==> src/rtl/pcs_pkg.sv <==
package pcs_pkg;

  localparam int WORD_W = 16;
  localparam int BYTE_W = 8;
  localparam int LEN_SHORT = 1;
  localparam int LEN_LONG  = 3;

  typedef logic [WORD_W-1:0] word_t;
  typedef logic [BYTE_W-1:0] byte_t;

  localparam logic [3:0] OP_JMP   = 4'd0;
  localparam logic [3:0] OP_JCOND = 4'd1;
  localparam logic [3:0] OP_CALL  = 4'd2;
  localparam logic [3:0] OP_CCOND = 4'd3;
  localparam logic [3:0] OP_RET   = 4'd4;
  localparam logic [3:0] OP_RCOND = 4'd5;
  localparam logic [3:0] OP_RST   = 4'd6;
  localparam logic [3:0] OP_PUSH  = 4'd7;
  localparam logic [3:0] OP_POP   = 4'd8;
  localparam logic [3:0] OP_PCHL  = 4'd9;
  localparam logic [3:0] OP_SPHL  = 4'd10;
  localparam logic [3:0] OP_XTHL  = 4'd11;

  typedef enum logic [3:0] {
    S_IDLE, S_WR_HI, S_WR_LO, S_RD_LO, S_RD_HI, S_RD_CAP,
    S_XR_LO, S_XR_HI, S_XW_LO, S_XW_HI
  } st_e;

  function automatic word_t wrap_add(word_t w, int delta);
    return word_t'(int'(w) + delta);
  endfunction

  function automatic logic cond_met(logic [2:0] code, logic s, logic z, logic p, logic cy);
    case (code)
      3'd0: return !z;
      3'd1: return z;
      3'd2: return !cy;
      3'd3: return cy;
      3'd4: return !p;
      3'd5: return p;
      3'd6: return !s;
      default: return s;
    endcase
  endfunction

  function automatic logic is_cond(logic [3:0] op);
    return (op == OP_JCOND) || (op == OP_CCOND) || (op == OP_RCOND);
  endfunction

  function automatic word_t rst_vec(logic [2:0] n, int step);
    return word_t'(int'(n) * step);
  endfunction

  function automatic st_e entry_state(logic [3:0] op, logic taken);
    case (op)
      OP_CALL, OP_RST, OP_PUSH: return S_WR_HI;
      OP_CCOND:                 return taken ? S_WR_HI : S_IDLE;
      OP_RET, OP_POP:           return S_RD_LO;
      OP_RCOND:                 return taken ? S_RD_LO : S_IDLE;
      OP_XTHL:                  return S_XR_LO;
      default:                  return S_IDLE;
    endcase
  endfunction

  function automatic word_t quick_pc(logic [3:0] op, logic taken, word_t pc_now,
                                     word_t tgt, word_t hl_now);
    case (op)
      OP_JMP:   return tgt;
      OP_JCOND: return taken ? tgt : wrap_add(pc_now, LEN_LONG);
      OP_CCOND: return wrap_add(pc_now, LEN_LONG);
      OP_PCHL:  return hl_now;
      default:  return wrap_add(pc_now, LEN_SHORT);
    endcase
  endfunction

endpackage

==> src/rtl/pcs_cond.sv <==
module pcs_cond import pcs_pkg::*; (
  input  logic [3:0] op,
  input  logic [2:0] cc,
  input  logic       fl_s,
  input  logic       fl_z,
  input  logic       fl_p,
  input  logic       fl_cy,
  output logic       taken
);
  localparam int NCOND = 8;
  logic [NCOND-1:0] hit;

  for (genvar i = 0; i < NCOND; i++) begin : g_cc
    assign hit[i] = cond_met(3'(i), fl_s, fl_z, fl_p, fl_cy);
  end

  assign taken = is_cond(op) ? hit[cc] : 1'b1;
endmodule

==> src/rtl/pcs_fsm.sv <==
module pcs_fsm import pcs_pkg::*; (
  input  logic       clk,
  input  logic       rst_n,
  input  logic       start,
  input  logic [3:0] op,
  input  logic       taken,
  output st_e        st,
  output logic       accept,
  output logic       quick,
  output logic       fin
);
  st_e st_q, st_d, entry;

  assign entry  = entry_state(op, taken);
  assign accept = start && (st_q == S_IDLE);
  assign quick  = accept && (entry == S_IDLE);
  assign fin    = quick || (st_q == S_WR_LO) || (st_q == S_RD_CAP) || (st_q == S_XW_HI);
  assign st     = st_q;

  always_comb begin
    st_d = st_q;
    case (st_q)
      S_IDLE:   if (accept) st_d = entry;
      S_WR_HI:  st_d = S_WR_LO;
      S_WR_LO:  st_d = S_IDLE;
      S_RD_LO:  st_d = S_RD_HI;
      S_RD_HI:  st_d = S_RD_CAP;
      S_RD_CAP: st_d = S_IDLE;
      S_XR_LO:  st_d = S_XR_HI;
      S_XR_HI:  st_d = S_XW_LO;
      S_XW_LO:  st_d = S_XW_HI;
      S_XW_HI:  st_d = S_IDLE;
      default:  st_d = S_IDLE;
    endcase
  end

  always_ff @(posedge clk or negedge rst_n) begin
    if (!rst_n) st_q <= S_IDLE;
    else        st_q <= st_d;
  end


  busy_ignore_chk: assert property (@(posedge clk) disable iff (!rst_n)
    (st_q == S_WR_HI && start) |=> (st_q == S_WR_LO));
endmodule

==> src/rtl/pcs_bus.sv <==
module pcs_bus import pcs_pkg::*; (
  input  st_e   st,
  input  word_t sp_now,
  input  word_t wd,
  input  word_t hl_now,
  output logic  rd,
  output logic  wr,
  output word_t addr,
  output byte_t wdata
);
  always_comb begin
    rd    = 1'b0;
    wr    = 1'b0;
    addr  = '0;
    wdata = '0;
    case (st)
      S_WR_HI: begin wr = 1'b1; addr = wrap_add(sp_now, -1); wdata = wd[WORD_W-1:BYTE_W]; end
      S_WR_LO: begin wr = 1'b1; addr = wrap_add(sp_now, -1); wdata = wd[BYTE_W-1:0]; end
      S_RD_LO, S_RD_HI: begin rd = 1'b1; addr = sp_now; end
      S_XR_LO: begin rd = 1'b1; addr = sp_now; end
      S_XR_HI: begin rd = 1'b1; addr = wrap_add(sp_now, 1); end
      S_XW_LO: begin wr = 1'b1; addr = sp_now; wdata = hl_now[BYTE_W-1:0]; end
      S_XW_HI: begin wr = 1'b1; addr = wrap_add(sp_now, 1); wdata = hl_now[WORD_W-1:BYTE_W]; end
      default: ;
    endcase
  end
endmodule

==> src/rtl/pc_stack_seq.sv <==
module pc_stack_seq import pcs_pkg::*; #(
  parameter logic [15:0] RESET_PC = 16'h0000,
  parameter logic [15:0] RESET_SP = 16'h0000,
  parameter int          VEC_STEP = 8
)(
  input  logic        clk,
  input  logic        rst_n,
  input  logic        start,
  input  logic [3:0]  op,
  input  logic [2:0]  cc,
  input  logic [15:0] target,
  input  logic [15:0] pair_in,
  input  logic [15:0] hl,
  input  logic        flag_s,
  input  logic        flag_z,
  input  logic        flag_p,
  input  logic        flag_cy,
  input  logic [7:0]  mem_rdata,
  output logic [15:0] pc,
  output logic [15:0] sp,
  output logic [15:0] pair_out,
  output logic [15:0] mem_addr,
  output logic [7:0]  mem_wdata,
  output logic        mem_rd,
  output logic        mem_wr,
  output logic        done
);
  word_t pc_q, sp_q, wd_q, tgt_q, hl_q, res_q;
  byte_t lo_q, hi_q;
  logic [3:0] op_q;
  logic done_q;

  logic taken, accept, quick, fin;
  st_e  st;
  logic ret_kind;

  pcs_cond u_cond (
    .op(op), .cc(cc), .fl_s(flag_s), .fl_z(flag_z), .fl_p(flag_p), .fl_cy(flag_cy),
    .taken(taken)
  );

  pcs_fsm u_fsm (
    .clk(clk), .rst_n(rst_n), .start(start), .op(op), .taken(taken),
    .st(st), .accept(accept), .quick(quick), .fin(fin)
  );

  pcs_bus u_bus (
    .st(st), .sp_now(sp_q), .wd(wd_q), .hl_now(hl_q),
    .rd(mem_rd), .wr(mem_wr), .addr(mem_addr), .wdata(mem_wdata)
  );

  assign ret_kind = (op_q == OP_RET) || (op_q == OP_RCOND);

  always_ff @(posedge clk or negedge rst_n) begin
    if (!rst_n) begin
      pc_q   <= RESET_PC;
      sp_q   <= RESET_SP;
      wd_q   <= '0;
      tgt_q  <= '0;
      hl_q   <= '0;
      res_q  <= '0;
      lo_q   <= '0;
      hi_q   <= '0;
      op_q   <= '0;
      done_q <= 1'b0;
    end else begin
      done_q <= fin;
      if (accept) begin
        op_q  <= op;
        hl_q  <= hl;
        tgt_q <= (op == OP_RST) ? rst_vec(cc, VEC_STEP) : target;
        wd_q  <= (op == OP_PUSH) ? pair_in :
                 (op == OP_RST)  ? wrap_add(pc_q, LEN_SHORT) : wrap_add(pc_q, LEN_LONG);
      end
      if (quick) begin
        pc_q <= quick_pc(op, taken, pc_q, target, hl);
        if (op == OP_SPHL) sp_q <= hl;
      end
      case (st)
        S_WR_HI: sp_q <= wrap_add(sp_q, -1);
        S_WR_LO: begin
          sp_q <= wrap_add(sp_q, -1);
          pc_q <= (op_q == OP_PUSH) ? wrap_add(pc_q, LEN_SHORT) : tgt_q;
        end
        S_RD_LO: sp_q <= wrap_add(sp_q, 1);
        S_RD_HI: begin
          sp_q <= wrap_add(sp_q, 1);
          lo_q <= mem_rdata;
        end
        S_RD_CAP: begin
          if (ret_kind) pc_q <= {mem_rdata, lo_q};
          else begin
            res_q <= {mem_rdata, lo_q};
            pc_q  <= wrap_add(pc_q, LEN_SHORT);
          end
        end
        S_XR_HI: lo_q <= mem_rdata;
        S_XW_LO: hi_q <= mem_rdata;
        S_XW_HI: begin
          res_q <= {hi_q, lo_q};
          pc_q  <= wrap_add(pc_q, LEN_SHORT);
        end
        default: ;
      endcase
    end
  end

  assign pc       = pc_q;
  assign sp       = sp_q;
  assign pair_out = res_q;
  assign done     = done_q;


  bus_excl_chk: assert property (@(posedge clk) disable iff (!rst_n)
    !(mem_rd && mem_wr));


  push_order_chk: assert property (@(posedge clk) disable iff (!rst_n)
    (st == S_WR_HI) |=> (mem_wr && mem_addr == $past(mem_addr) - 16'd1));


  pop_order_chk: assert property (@(posedge clk) disable iff (!rst_n)
    (st == S_RD_LO) |=> (mem_rd && mem_addr == $past(mem_addr) + 16'd1));


  xch_sp_hold_chk: assert property (@(posedge clk) disable iff (!rst_n)
    (st != S_IDLE && op_q == OP_XTHL) |=> $stable(sp_q));


  single_done_chk: assert property (@(posedge clk) disable iff (!rst_n)
    quick |=> (done && !mem_rd && !mem_wr));
endmodule

==> config.mk <==
export PLATFORM = sky130hd
export DESIGN_NAME = pc_stack_seq
export DESIGN_NICKNAME = d
export VERILOG_FILES = /design/src/rtl/pcs_pkg.sv /design/src/rtl/pcs_cond.sv /design/src/rtl/pcs_fsm.sv /design/src/rtl/pcs_bus.sv /design/src/rtl/pc_stack_seq.sv
export SDC_FILE = /design/constraint.sdc
export NUM_CORES = 1
export LEC_CHECK = 0
export CAP_MARGIN = 20
export CELL_PAD_IN_SITES_DETAIL_PLACEMENT = 0
export CELL_PAD_IN_SITES_GLOBAL_PLACEMENT = 1
export CORE_UTILIZATION = 38
export CTS_CLUSTER_DIAMETER = 40
export DETAILED_ROUTE_END_ITERATION = 6
export PLACE_DENSITY_LB_ADDON = 0.1
export SYNTH_ARGS = -nofsm -noshare
export SYNTH_HDL_FRONTEND = slang
export SYNTH_SLANG_ARGS = --single-unit
==> constraint.sdc <==
create_clock -name clk -period 5.6 [get_ports clk]
set_clock_uncertainty 0.05 [all_clocks]
set_input_delay 0.56 -clock clk [delete_from_list [all_inputs] [get_ports clk]]
set_output_delay 0.56 -clock clk [all_outputs]
set_load 0.05 [all_outputs]
==> run metrics <==
count of placed standard cells in the final layout, fillers left out=around 1,400; number of iterations in the first detailed-routing pass=7; startpoint-to-endpoint class of the critical path=reg2out; area of all placed cells without fillers=about 11,000 um^2; CTS tree=done; slew at the pin closest to its max-slew limit=a little over 1 ns; root buffer selected by CTS=clkbuf_16; cell area power density=about 630 nW/um^2; Post-DP Area=10,000 um^2; Setup Fix Bufs, Post-CTS=0; CTS sink cnt=121; total number of yosys warnings=0; number of hold buffers added after CTS=0; post-synthesis instance area=around 8500 um^2; via count of the first global-routing pass=approximately 7,700; routed vias=~8,500; Final Slew Violations=0; count of distinct cell types in the synthesized netlist=89; count of mapped cells out of synthesis=1,018; result of the run=complete, but fails checks; global routing usage summed across all routing layers=28.9%; RD Place Congestion=0.949; first-pass GRT wire length=roughly 49,000 um; synthesized flop and latch total=around 120; total nets after synthesis=approximately 1,100; count of boundary I/O pins=roughly 150; diode insertion count for antenna repair=0; H-tree depth reported by CTS=4; worst-skew pair later-pin latency=0.42 ns; sequential group share of total power=between 20 and 30%; Worst VDD drop=approximately 0.22 mV; Die Footprint=roughly 23,000 um^2; Slew HR=between 30% and 40%; ordered cell list for the critical path=xor2_1, and2_1, o21ai_0, nand3_1, nand2_1, o311ai_0, clkdlybuf4s50_1; largest net degree at the start of global routing=75; Internal=~3.2 mW; library cell contributing the largest single delay on the critical path=clkdlybuf4s50_1; PostCTS Resize Cnt=0; critical path arrival=~3.6 ns; Period Utilization, post-route=74.7%; unrepaired setup endpoints after global routing=false; clock group share of total power=16.9%; number of max-cap violations=0; Port Buffers=approximately 140; Initial Utilization=a little under 40%; Mapped Avg Cell Area=about 8.3 um^2; growth of design area from synthesis to finish=25.1%; switching power total=3.44 mW; final hold violation count=0; Layout Nets=between 1,000 and 1,500; cell count after placement=1,367; Post-Route Setup TNS=0 ns; clock slew seen by the registers of the worst setup and hold paths=0.07 ns; Avg WL per Cell=around 23 um; total length of routed wires=approximately 33,000 um; kind of start point of the critical path=flip-flop; highest cell delay on the worst timing path=slightly below 0.9 ns; cts bufs inserted=17; FFs w/ async S/R, synth=100%; proportion of synthesized chip area in sequential cells=35.6%; min cycle time layout=roughly 4.2 ns; maximum fanout along the worst path=23; violations in the final reports=design-rule violations; number of enable flip-flop cells after synthesis=0; placed wire-length estimate after detailed placement=24,000 um; family with the most delay on the worst path=simple AND/OR/NAND/NOR gates; detail-routed via count per cell=around 6.1; proportion of layout cells with a drive suffix above 1=10.1%; area of the core region=21,900 um^2; post-detailed-route DRC marker count=1; Leakage=between 4 and 5 nW; vertical die dimension=between 150 and 200 um; switching share of power=around half; Gate power share=54.6%; worst path required time=4.99 ns; residual overflow from global routing=0; floorplan row count=54; number of design-rule violations left by the first detailed-router iteration=901; classification of the worst-slack hold path=in2async; most instantiated flip-flop cell in the synthesis netlist=dfrtp_1; post-layout power=6.69 mW; Final setup violation count=0; Max Freq=between 200 and 250 MHz; CTS Buffer Depth=2; endpoint class of the critical path=output port; Final Util=between 40% and 50%; Horiz. Die Dim=approximately 150 um; combined buffer and inverter count along the critical path=1; Detail Route Antenna Nets=0; antenna violations before repair=0
-- cell usage after synthesis (18+ instances only) --
| master | count | area [um^2] |
|---|---|---|
| nand2_1 | 159 | 597 |
| dfrtp_1 | 121 | 3030 |
| o21ai_0 | 103 | 515 |
| nor2_1 | 76 | 285 |
| a21oi_1 | 54 | 270 |
| clkbuf_1 | 46 | 173 |
| mux2_2 | 32 | 360 |
| buf_2 | 30 | 150 |
| xnor2_1 | 25 | 219 |
| nand3_1 | 24 | 120 |
| nor3_1 | 23 | 115 |
| inv_1 | 20 | 75.1 |
| xor2_1 | 19 | 166 |
| mux2i_1 | 18 | 180 |
-- kinds of logic (layout without fill, tap and decap cells) --
family,Yosys count,after routing,share of synthesized area [%]
multiplexers,51,51,6.63
buffers and inverters,108,211,5.45
XOR/XNOR,46,46,5.05
adder cells (fa/ha/maj),4,4,0.589
AO/OA/AOI/OAI,328,328,26.5
AND/OR/NAND/NOR,360,360,20.1
flip-flops,121,121,35.6
-- cell usage in the layout, fill, tap and decap left out, types with 7 or more instances in the layout --
master / Yosys / routed
buf_4: 1 / 15
o22ai_1: 9 / 9
o21ai_1: 7 / 7
a31oi_1: 9 / 9
a22o_1: 9 / 9
o221ai_1: 13 / 13
o21ai_0: 103 / 103
a221oi_1: 7 / 7
a22oi_1: 12 / 12
dfrtp_1: 121 / 121
nand2b_1: 11 / 11
nor2_1: 76 / 76
mux2_2: 32 / 32
nor3_1: 23 / 23
nand2_1: 159 / 159
nand4_1: 9 / 9
mux2i_1: 18 / 18
inv_1: 20 / 20
nand3_1: 24 / 23
clkbuf_16: 0 / 17
o211ai_1: 9 / 9
and3_1: 8 / 8
a221o_1: 9 / 9
xnor2_1: 25 / 25
a21oi_1: 54 / 54
xor2_1: 19 / 19
nor4_1: 7 / 7
clkdlybuf4s50_1: 0 / 143
inv_6: 0 / 7
-- cell type report --
cell class                 instances  area, um^2
timing repair buffer             159        1560
fill                            2163       11300
sequential                       121        3030
clock inverter                    15         173
inverter                          20        75.1
multi-input combinational        789        5020
tap                              280         350
clock buffer                      17         425
-- through the flow --
stage          hold WS [ns]  setup slack, ns
2_1_floorplan         0.214             1.38
3_3_place_gp          0.402             1.90
3_5_place_dp          0.406             1.86
4_1_cts               0.290             1.43
5_1_grt               0.334             1.20
6_report              0.259             1.42
-- per-layer routing --
metal	vias to the layer above	global-route usage, %	wire length, um
met5	-	0	0
met1	4125	44.5	15600
met4	0	8.51	647
met3	40	5.63	2740
met2	392	40.2	13700
li1	3927	-	-
-- final timing paths --
kind                                         startpoint                       end  slack, ns  cells past startpoint
worst min register to register  pair_out[1]$_DFFE_PN0P_   pair_out[1]$_DFFE_PN0P_       0.42                      2
worst max register to register  u_fsm.st[0]$_DFFE_PN0P_        pc[14]$_DFFE_PN0P_       2.44                      6
max in group asynchronous                         rst_n         sp[1]$_DFFE_PN0P_       3.98                      2
worst max-delay path            u_fsm.st[0]$_DFFE_PN0P_              mem_addr[12]       1.42                      7
min in group clk                pair_out[1]$_DFFE_PN0P_   pair_out[1]$_DFFE_PN0P_       0.42                      2
worst min-delay path                              rst_n  pair_out[11]$_DFFE_PN0P_       0.26                      1
-- flip-flops by register name, indices dropped and copies added, names as in the netlist --
| signal | cells |
|---|---|
| tgt_q | 16 |
| hi_q | 8 |
| done | 1 |
| u_fsm.st | 4 |
| sp | 16 |
| wd_q | 16 |
| pc | 16 |
| op_q | 4 |
| lo_q | 8 |
| hl_q | 16 |
| pair_out | 16 |
-- power groups by stage --
stage / clock [mW] / sequential (mW) / combinational [mW]
4_1_cts: 1.15 / 1.89 / 3.64
3_3_place_gp: 0 / 1.89 / 3.61
3_5_place_dp: 0 / 1.91 / 3.62
2_1_floorplan: 0 / 2.15 / 2.17
6_report: 1.13 / 1.90 / 3.65
5_1_grt: 1.18 / 1.96 / 3.92
No activity file was read; power rests on OpenSTA's default activity.
